--- config.mk ---
export PLATFORM = sky130hd
export DESIGN_NAME = acs_array_r2
export DESIGN_NICKNAME = d
export VERILOG_FILES = /design/src/rtl/acs_pkg.sv /design/src/rtl/acs_cell.sv /design/src/rtl/acs_metric_bank.sv /design/src/rtl/acs_array_r2.sv
export SDC_FILE = /design/constraint.sdc
export NUM_CORES = 1
export LEC_CHECK = 0
export BUFFER_PORTS_ARGS = -buffer_cell sky130_fd_sc_hd__buf_2
export CAP_MARGIN = 20
export CORE_UTILIZATION = 52
export DETAILED_ROUTE_END_ITERATION = 8
export HOLD_SLACK_MARGIN = 0.15
export PLACE_DENSITY_LB_ADDON = 0.25
export SYNTH_ARGS = -nofsm -noshare
export SYNTH_HDL_FRONTEND = slang
export SYNTH_HIERARCHICAL = 1
export SYNTH_SLANG_ARGS = --single-unit
--- constraint.sdc ---
create_clock -name clk -period 3.8 [get_ports clk]
set_input_delay 0.38 -clock clk [delete_from_list [all_inputs] [get_ports clk]]
set_output_delay 0.38 -clock clk [all_outputs]
set_load 0.05 [all_outputs]
--- src/rtl/acs_pkg.sv ---
// Package: trellis connectivity helpers shared by the path metric array.
// Assumes state indices carry the newest information bit in the MSB.
package acs_pkg;

    // Predecessor of state ns through branch b (0 = even/upper, 1 = odd/lower).
    function automatic int pred_state(input int ns, input int b, input int mem);
        return ((ns << 1) & ((1 << mem) - 1)) | (b & 1);
    endfunction

    // Lane index of the branch cost from predecessor b into state ns.
    function automatic int lane_of(input int ns, input int b);
        return 2 * ns + b;
    endfunction

endpackage

--- src/rtl/acs_cell.sv ---
// Module: acs_cell
// One add-compare-select element. Adds a branch cost to each of the two
// predecessor metrics, compares the candidates by modular subtraction and
// passes on the smaller one with a decision bit.
// Assumes live metrics stay within 2^(MW-1) of each other and MW > BW.
module acs_cell #(
    parameter int MW = 8,
    parameter int BW = 5
) (
    input  logic [MW-1:0] pm_up,
    input  logic [MW-1:0] pm_lo,
    input  logic [BW-1:0] bm_up,
    input  logic [BW-1:0] bm_lo,
    output logic [MW-1:0] pm_new,
    output logic          dec
);

    logic [MW-1:0] cand_up;
    logic [MW-1:0] cand_lo;
    logic [MW-1:0] gap;

    // Add, subtract and select; the sign of the modular gap picks the survivor.
    always_comb begin
        cand_up = pm_up + MW'(bm_up);
        cand_lo = pm_lo + MW'(bm_lo);
        gap     = cand_lo - cand_up;
        dec     = gap[MW-1];
        pm_new  = dec ? cand_lo : cand_up;
    end

endmodule

--- src/rtl/acs_metric_bank.sv ---
// Module: acs_metric_bank
// Register bank for the state metrics and the decision vector. Loads on
// accepted cycles only, seeds the metrics on reset and flags fresh results.
// Assumes synchronous active-low reset.
module acs_metric_bank #(
    parameter int NS       = 4,
    parameter int MW       = 8,
    parameter int INIT_FAR = 32
) (
    input  logic             clk,
    input  logic             rst_n,
    input  logic             en,
    input  logic [NS*MW-1:0] pm_next,
    input  logic [NS-1:0]    dec_next,
    output logic [NS*MW-1:0] pm_q,
    output logic [NS-1:0]    dec_q,
    output logic             vld_q
);

    // Seed on reset, load on accepted cycles, hold otherwise.
    always_ff @(posedge clk) begin
        if (!rst_n) begin
            for (int s = 0; s < NS; s++) begin
                pm_q[s*MW +: MW] <= (s == 0) ? '0 : MW'(INIT_FAR);
            end
            dec_q <= '0;
            vld_q <= 1'b0;
        end else begin
            vld_q <= en;
            if (en) begin
                pm_q  <= pm_next;
                dec_q <= dec_next;
            end
        end
    end


    hold_idle_chk: assert property (@(posedge clk) disable iff (!rst_n)
        !en |=> ($stable(pm_q) && $stable(dec_q) && !vld_q));


    fresh_flag_chk: assert property (@(posedge clk) disable iff (!rst_n)
        en |=> vld_q);

endmodule

--- src/rtl/acs_array_r2.sv ---
// Module: acs_array_r2
// Path metric update for a 2^MEM-state radix-2 trellis. One acs_cell per
// state, wired by trellis connectivity, feeding a registered metric bank.
// Assumes branch costs arrive lane 2*s+b and metric spread < 2^(MW-1).
module acs_array_r2 #(
    parameter int MEM      = 2,
    parameter int MW       = 8,
    parameter int BW       = 5,
    parameter int INIT_FAR = 32
) (
    input  logic                        clk,
    input  logic                        rst_n,
    input  logic                        in_valid,
    input  logic [2*(1<<MEM)*BW-1:0]    bm_in,
    output logic                        dec_vld_o,
    output logic [(1<<MEM)-1:0]         dec_o,
    output logic [(1<<MEM)*MW-1:0]      sm_o
);

    localparam int NS = 1 << MEM;

    logic [NS*MW-1:0] pm_next;
    logic [NS-1:0]    dec_next;
    logic [MW-1:0]    sm_q [NS];

    for (genvar s = 0; s < NS; s++) begin : g_state
        localparam int P0 = acs_pkg::pred_state(s, 0, MEM);
        localparam int P1 = acs_pkg::pred_state(s, 1, MEM);
        localparam int L0 = acs_pkg::lane_of(s, 0);
        localparam int L1 = acs_pkg::lane_of(s, 1);

        assign sm_q[s] = sm_o[s*MW +: MW];

        acs_cell #(.MW(MW), .BW(BW)) u_cell (
            .pm_up (sm_o[P0*MW +: MW]),
            .pm_lo (sm_o[P1*MW +: MW]),
            .bm_up (bm_in[L0*BW +: BW]),
            .bm_lo (bm_in[L1*BW +: BW]),
            .pm_new(pm_next[s*MW +: MW]),
            .dec   (dec_next[s])
        );


        min_survivor_chk: assert property (@(posedge clk) disable iff (!rst_n)
            in_valid |=>
                ($signed(MW'(sm_q[s] - MW'($past(sm_q[P0]) + MW'($past(bm_in[L0*BW +: BW]))))) <= 0) &&
                ($signed(MW'(sm_q[s] - MW'($past(sm_q[P1]) + MW'($past(bm_in[L1*BW +: BW]))))) <= 0));


        decision_trace_chk: assert property (@(posedge clk) disable iff (!rst_n)
            in_valid |=> (sm_q[s] == (dec_o[s]
                ? MW'($past(sm_q[P1]) + MW'($past(bm_in[L1*BW +: BW])))
                : MW'($past(sm_q[P0]) + MW'($past(bm_in[L0*BW +: BW]))))));
    end

    acs_metric_bank #(.NS(NS), .MW(MW), .INIT_FAR(INIT_FAR)) u_bank (
        .clk     (clk),
        .rst_n   (rst_n),
        .en      (in_valid),
        .pm_next (pm_next),
        .dec_next(dec_next),
        .pm_q    (sm_o),
        .dec_q   (dec_o),
        .vld_q   (dec_vld_o)
    );

endmodule

==> metrics.csv, run 1 <==
stage;metric;value;unit
run_status;status;finished, violations left;
run_status;failing checks;setup timing;
setup_path;worst r2r path cells;18;
timing;Max Clk Rate;0.262;GHz
yosys;ys async rst share;0;%
hold_path;Hold Crit Depth;2;
timing;Clock Skew;0.00978;ns
timing;Max Slew Vio Count;0;
yosys;Seq/Total Area, Yosys;16.9;%
yosys;post-synth cell types;32;
setup_path;CP Launch Type;flip-flop;
global_route;grt total ovfl;0;
setup_path;kind of critical path;reg -> reg;
clock_tree;Clock Sinks;37;
global_route;GRT Resource Usage Total;25.5;%
drt;post-route ant nets;0;
clock_tree;CTS tree;built;
place;dpl hpwl;8790;um
clock_tree;TritonCTS buffer count;5;
drt;Routed WL per cell;15.8;um
timing;Tmin final;3.81;ns
drt;DRC;0;
layout;fillers;650;
timing;Tcrit/Tclk final;100;%
hold_path;Hold Startpoint;u_bank/dec_q[2];
clock_tree;Clock Latency Late Sink;0.29;ns
drt;Post-Route WL;11100;um
yosys;multiplexer share of the synthesized area;15.1;%
die;# rows;33;
clock_tree;H-tree lvl count;2;
die;Starting Density;53.5;%
die;Die Area;8780;um2
clock_tree;CTS clk-pin slew, worst paths;0.08;ns
clock_tree;Clock Path Buffers;2;
drt;drt first pass iters;4;
layout;Post-Layout Cell Count;704;
global_route;vias in the first global route;3597;
global_route;initial antenna violation count;0;
yosys;EDFF count, synth;0;
die;die height;93.7;um
timing;final hold vios;0;
drt;DR iter-0 viols;107;
setup_path;flop2flop setup slack;-0.01;ns
timing;Worst Slack Setup Final;-0.0128;ns
setup_path;CP max stage cell;xor3_2;
yosys;Simple-Gate Fraction of Synth Area;10.3;%
die;IO Count;80;
place;Placed Cells;681;
layout;Nets;713;
die;die width;93.7;um
yosys;syn_area_per_cell;9.65;um2
clock_tree;clock root cell;clkbuf_8;
yosys;Syn Nets;568;
drt;Vias;3707;
layout;share of cells above drive strength 1;39.6;%
place;Port Buffers;79;
timing;final setup fails;1;
layout;P&R area growth vs syn;30.9;%
place;GP Congestion;0.899;
yosys;Synthesis Warnings;6;
timing;RSZ-0062 raised after global routing;true;
yosys;top_reg_cell synth;dfxtp_1;
hold_path;type of the worst min-delay path;reg -> reg;
setup_path;Worst R2R Start;u_bank/pm_q[24];
hold_path;Hold Path End;u_bank/dec_q[2];
setup_path;WP data required;3.97;ns
setup_path;cell mode on critical path;mux2i_1;
drt;vias per cell;5.27;
yosys;#FFs+latches synth;37;
global_route;largest net degree at the start of global routing;38;
setup_path;CP Capture Type;flip-flop;
global_route;global-route wire length before repair;17300;um
setup_path;CP peak stage delay;0.41;ns
timing;Rel. slew slack;25.8;%
run;max_cap viols;0;
yosys;compound-cell area share of the yosys netlist;14.7;%
yosys;xor/xnor share of the synthesized area;15.1;%
die;Core ar.;8180;um2
setup_path;worst-path maximum fanout;4;
yosys;Cell Area, Synth;4370;um2
setup_path;Critical Path AT;3.98;ns
layout;ant diodes;0;
setup_path;Critical Path, Cell by Cell;ha_4 -> fa_2 -> a21o_1 -> a21oi_2 -> nor2b_1 -> o21a_1 -> xnor2_2 -> inv_1 -> ha_2 -> a2111o_1 -> o22ai_2 -> xor3_2 -> xnor2_4 -> buf_6 -> inv_6 -> mux2i_1 -> mux2i_1 -> nand2_1;
yosys;Syn Inst Count;453;
timing;Worst Tran Pin Value;1.11;ns
setup_path;FF-to-FF End;u_bank/pm_q[29];
yosys;largest family of logic cells by synthesized area;adder cells;
yosys;Adder-Cell Fraction of Synth Area;22.0;%
logic make-up (layout without fill, tap and decap cells):
logic type,Yosys count,after routing
multiplexers,64,64
buffers and inverters,51,197
adder cells (fa/ha/maj),72,72
flip-flops,37,37
AO/OA/AOI/OAI,92,92
XOR/XNOR,56,56
AND/OR/NAND/NOR,81,81
how the worst max path moves through the flow:
stage / start / to / slack (ns) / depth (start not counted)
global placement: bm_in[25] / u_bank/pm_q[18] / -0.19 / 18
detailed placement: bm_in[25] / u_bank/pm_q[20] / -0.24 / 19
finish: u_bank/pm_q[24] / u_bank/pm_q[29] / -0.01 / 18
global route: u_bank/pm_q[8] / u_bank/pm_q[3] / -0.18 / 17
CTS: u_bank/pm_q[8] / u_bank/pm_q[20] / -0.02 / 18
floorplan: u_bank/pm_q[9] / u_bank/pm_q[0] / -0.0006 / 14
worst max-delay path: cells and delay by family (launching register included):
family / cells / cell delay (ns)
compound gates: 5 / 1.12
xor+xnor: 3 / 0.79
fa+ha+maj: 3 / 0.71
buf+inv: 3 / 0.26
flops: 1 / 0.38
mux: 2 / 0.31
simple gates: 2 / 0.13
flip-flops by register name, summed over array words and instances, names as in the netlist:
| name | flops |
|---|---|
| u_bank/vld_q | 1 |
| u_bank/pm_q | 32 |
| u_bank/dec_q | 4 |
cell usage in the layout, fill, tap and decap left out, types with 4 or more instances in the layout:
| cell type | instances |
|---|---|
| buf_2 | 79 |
| buf_6 | 9 |
| and2_1 | 5 |
| xnor2_2 | 4 |
| o22ai_2 | 4 |
| a21oi_2 | 12 |
| inv_1 | 40 |
| o21bai_1 | 4 |
| nand2_1 | 11 |
| mux2i_1 | 56 |
| a21o_1 | 12 |
| a2111o_1 | 4 |
| xor2_2 | 5 |
| ha_4 | 7 |
| nor2_1 | 12 |
| buf_4 | 55 |
| a21oi_1 | 20 |
| nor2_2 | 4 |
| dfxtp_4 | 8 |
| mux2_4 | 4 |
| o21ai_0 | 16 |
| xnor2_4 | 4 |
| fa_2 | 7 |
| ha_1 | 52 |
| nor2b_1 | 44 |
| xnor2_1 | 16 |
| xor2_1 | 23 |
| xor3_2 | 4 |
| a211oi_2 | 4 |
| dfxtp_2 | 4 |
| dfxtp_1 | 25 |
| a311o_1 | 4 |
| clkbuf_8 | 5 |
| nand2b_1 | 4 |
| ha_2 | 5 |
| o21a_1 | 12 |
cell usage after synthesis (5+ instances only):
| library cell | count | area [um2] |
|---|---|---|
| dfxtp_1 | 37 | 741 |
| o21ai_0 | 16 | 80.1 |
| a21oi_1 | 24 | 120 |
| ha_1 | 64 | 801 |
| xnor2_1 | 20 | 175 |
| o21a_1 | 12 | 90.1 |
| a21oi_2 | 8 | 70.1 |
| nor2b_1 | 45 | 282 |
| inv_1 | 40 | 150 |
| and2_1 | 5 | 31.3 |
| xor2_1 | 24 | 210 |
| mux2i_1 | 60 | 601 |
| nand2_1 | 11 | 41.3 |
| fa_1 | 8 | 160 |
| nor2_1 | 12 | 45.0 |
| a21o_1 | 12 | 90.1 |
layout make-up:
cell class | count | area (um2) | area share, %
Clock buffer | 6 | 72.6 | 1.27
Clock inverter | 2 | 10.0 | 0.175
Inverter | 44 | 188 | 3.28
Multi-Input combinational cell | 365 | 3590 | 62.8
Sequential cell | 37 | 776 | 13.6
Tap cell | 105 | 131 | 2.30
Timing Repair Buffer | 145 | 950 | 16.6
layer usage:
metal  wire length [um]  share of wire, %  global-route usage, %
met3                490               4.4                   3.40
met2               5270                48                   43.2
met5                  0                 0                      0
met1               5160                46                   34.1
met4                174               1.6                   6.41
stage by stage:
step                area [um2]  hold slack, ns  worst slack (ns)  util [%]  setup TNS (ns)
finish                    5720           0.521           -0.0128      70.0         -0.0128
global route              5720           0.542            -0.176      70.0           -2.89
CTS                       5410           0.523           -0.0150      66.2         -0.0150
detailed placement        5310           0.503            -0.235      64.9           -5.00
global placement          5310           0.492            -0.191      64.9           -2.28
floorplan                 4460           0.507         -0.000572         -        -0.00216
repair_timing:
action	4_1_cts	5_1_grt
buffers inserted	1	14
hold buffers	0	0
gates resized for setup	3	41
pin swaps	5	27
endpoints found under the setup margin	28	32
Power of run 1 is not shown: default switching activity piles up to over one toggle a cycle in this logic, so the estimate is an artifact.
==> run 2: changes to the inputs <==
Settings changed: CAP_MARGIN 20 to unset.
Clock period 3.8 ns to 3.24 ns, I/O delays scaled along.
==> metrics.csv, run 2 (same netlist as run 1, synthesis figures left out) <==
stage;metric;value;unit;change
run_status;status;finished, violations left;;
run_status;failing checks;setup timing;;
layout;Multi-input gate area;3800;um2;+5.6%
global_route;largest net degree at the start of global routing;38;;unchanged
clock_tree;TritonCTS buffer count;5;;unchanged
layout;ant diodes;0;;unchanged
timing;Worst Tran Pin Value;1.17;ns;+0.0553 ns
layout;most common cell after layout, fill and taps aside;buf_4;;
global_route;initial antenna violation count;0;;unchanged
clock_tree;Clock Path Buffers;2;;unchanged
global_route;grt total ovfl;0;;unchanged
clock_tree;Clock Sinks;37;;unchanged
layout;Largest register FFs;32;;unchanged
setup_path;CP Capture Type;flip-flop;;
hold_path;type of the worst min-delay path;in -> reg;;
die;Starting Density;53.5;%;unchanged
timing;final hold vios;0;;unchanged
timing;final setup fails;33;;+32
drt;Vias;4166;;+12%
drt;Post-Route WL;13300;um;+20%
layout;P&R area growth vs syn;46.3;%;
die;# rows;33;;unchanged
layout;most frequent cells in the layout;108 x buf_4, 79 x buf_2, 55 x mux2i_1;;
timing;Tcrit/Tclk final;119;%;+19 points
die;die width;93.7;um;unchanged
clock_tree;clock root cell;clkbuf_8;;
setup_path;WP data required;3.47;ns;-0.50 ns
timing;Tmin final;3.86;ns;+0.0433 ns
drt;DRC;0;;unchanged
setup_path;worst r2r path cells;17;;-1
clock_tree;number of buffers inserted by hold repair at cts;0;;unchanged
global_route;GR peak layer;met2;;
global_route;met3 Track Usage GR;3.96;%;+0.57 points
layout;fillers;520;;-20%
setup_path;worst-path maximum fanout;4;;unchanged
setup_path;CP Launch Type;flip-flop;;
setup_path;Worst R2R Start;u_bank/pm_q[8];;
place;DP Area;5910;um2;+11%
setup_path;flop2flop setup slack;-0.62;ns;-0.60 ns
setup_path;Critical Path AT;4.09;ns;+0.11 ns
clock_tree;CTS tree;built;;
hold_path;Hold Path End;u_bank/pm_q[29];;
global_route;met2 usage;52.2;%;+8.9 points
timing;Clock Skew;0.0100;ns;+0.000263 ns
place;GP Congestion;0.919;;+2.2%
setup_path;FF-to-FF End;u_bank/pm_q[6];;
drt;DR iter-0 viols;193;;+80%
layout;Nets;773;;+8.4%
die;die height;93.7;um;unchanged
layout;Finished Core Util;78.3;%;+8.3 points
hold_path;Hold Startpoint;rst_n;;
global_route;GRT Resource Usage Total;29.0;%;+3.5 points
global_route;vias in the first global route;4147;;+15%
clock_tree;CTS clk-pin slew, worst paths;0.09;ns;about the same
setup_path;kind of critical path;reg -> reg;;
layout;Reg area;778;um2;+0.32%
timing;Max Slew Vio Count;0;;unchanged
timing;Max Clk Rate;0.259;GHz;-1.1%
place;dpl hpwl;9410;um;+7.1%
global_route;met1 usage;36.1;%;+2.0 points
timing;RSZ-0062 raised after global routing;true;;
clock_tree;H-tree lvl count;2;;unchanged
drt;Routed WL per cell;17.4;um;+10%
layout;Top reg by flops;u_bank/pm_q;;
timing;Rel. slew slack;22.1;%;-3.7 points
layout;biggest regs;u_bank/pm_q (32), u_bank/dec_q (4), u_bank/vld_q (1);;
clock_tree;Clock Latency Late Sink;0.30;ns;about the same
run;max_cap viols;0;;unchanged
layout;Finished Cell Area;6400;um2;+12%
drt;vias per cell;5.45;;+3.6%
place;Port Buffers;79;;unchanged
layout;share of cells above drive strength 1;47.6;%;+8.1 points
global_route;global-route wire length before repair;19700;um;+14%
die;Core ar.;8180;um2;unchanged
die;IO Count;80;;unchanged
hold_path;Hold Crit Depth;2;;unchanged
drt;post-route ant nets;0;;unchanged
timing;Worst Slack Setup Final;-0.616;ns;-0.603 ns
drt;drt first pass iters;5;;+1
die;Die Area;8780;um2;unchanged
run 2: layer usage:
metal | routed length [um] | up-vias
li1 | - | 1978
met1 | 5620 | 2015
met2 | 6730 | 145
met3 | 675 | 28
met4 | 255 | 0
met5 | 0 | -
run 2: area by class of cell:
cell class,count,share of cell area [%]
clock inverters,3,0.274
flip-flops and latches,37,12.2
inverters,44,2.93
well taps,105,2.05
repair buffers,205,22.2
clock buffers,5,1.08
multi-input cells,365,59.3
run 2: stage by stage:
step | TNS [ns] | worst slack, ns | instances | hold WS [ns]
detailed placement | -17.75 | -0.637 | 735 | 0.518
CTS | -12.10 | -0.427 | 761 | 0.474
global placement | -14.50 | -0.523 | 735 | 0.491
floorplan | -10.05 | -0.447 | 453 | 0.451
finish | -15.71 | -0.616 | 764 | 0.494
global route | -20.52 | -0.727 | 764 | 0.517
run 2: worst max-delay path, stage by stage (launching register included):
cell and delay, ns:
dfxtp_4 0.39, ha_4 0.17, fa_2 0.35, a21o_1 0.20, a21oi_2 0.16, buf_4 0.14, xor2_2 0.16, inv_1 0.07
ha_1 0.28, o21a_1 0.18, o21a_1 0.19, o22ai_2 0.19, xor3_2 0.42, xnor2_4 0.27, buf_6 0.13, mux2i_1 0.23
mux2i_1 0.11, nor2b_1 0.15
run 2: repair_timing:
action,4_1_cts,5_1_grt
resized for setup,25,23
endpoints found under the setup margin,32,34
pin swaps,21,11
setup buffers,19,8
run 2: worst max path at each step:
stage | start | end | slack, ns | cells past startpoint
after floorplan | u_bank/pm_q[8] | u_bank/pm_q[0] | -0.45 | 16
after global placement | bm_in[15] | u_bank/pm_q[12] | -0.52 | 19
after detailed placement | bm_in[35] | u_bank/pm_q[25] | -0.64 | 19
after CTS | u_bank/pm_q[8] | u_bank/pm_q[6] | -0.43 | 17
after global routing | u_bank/pm_q[8] | u_bank/pm_q[6] | -0.73 | 17
final | u_bank/pm_q[8] | u_bank/pm_q[6] | -0.62 | 17
Power of run 2 is left out for the same reason.
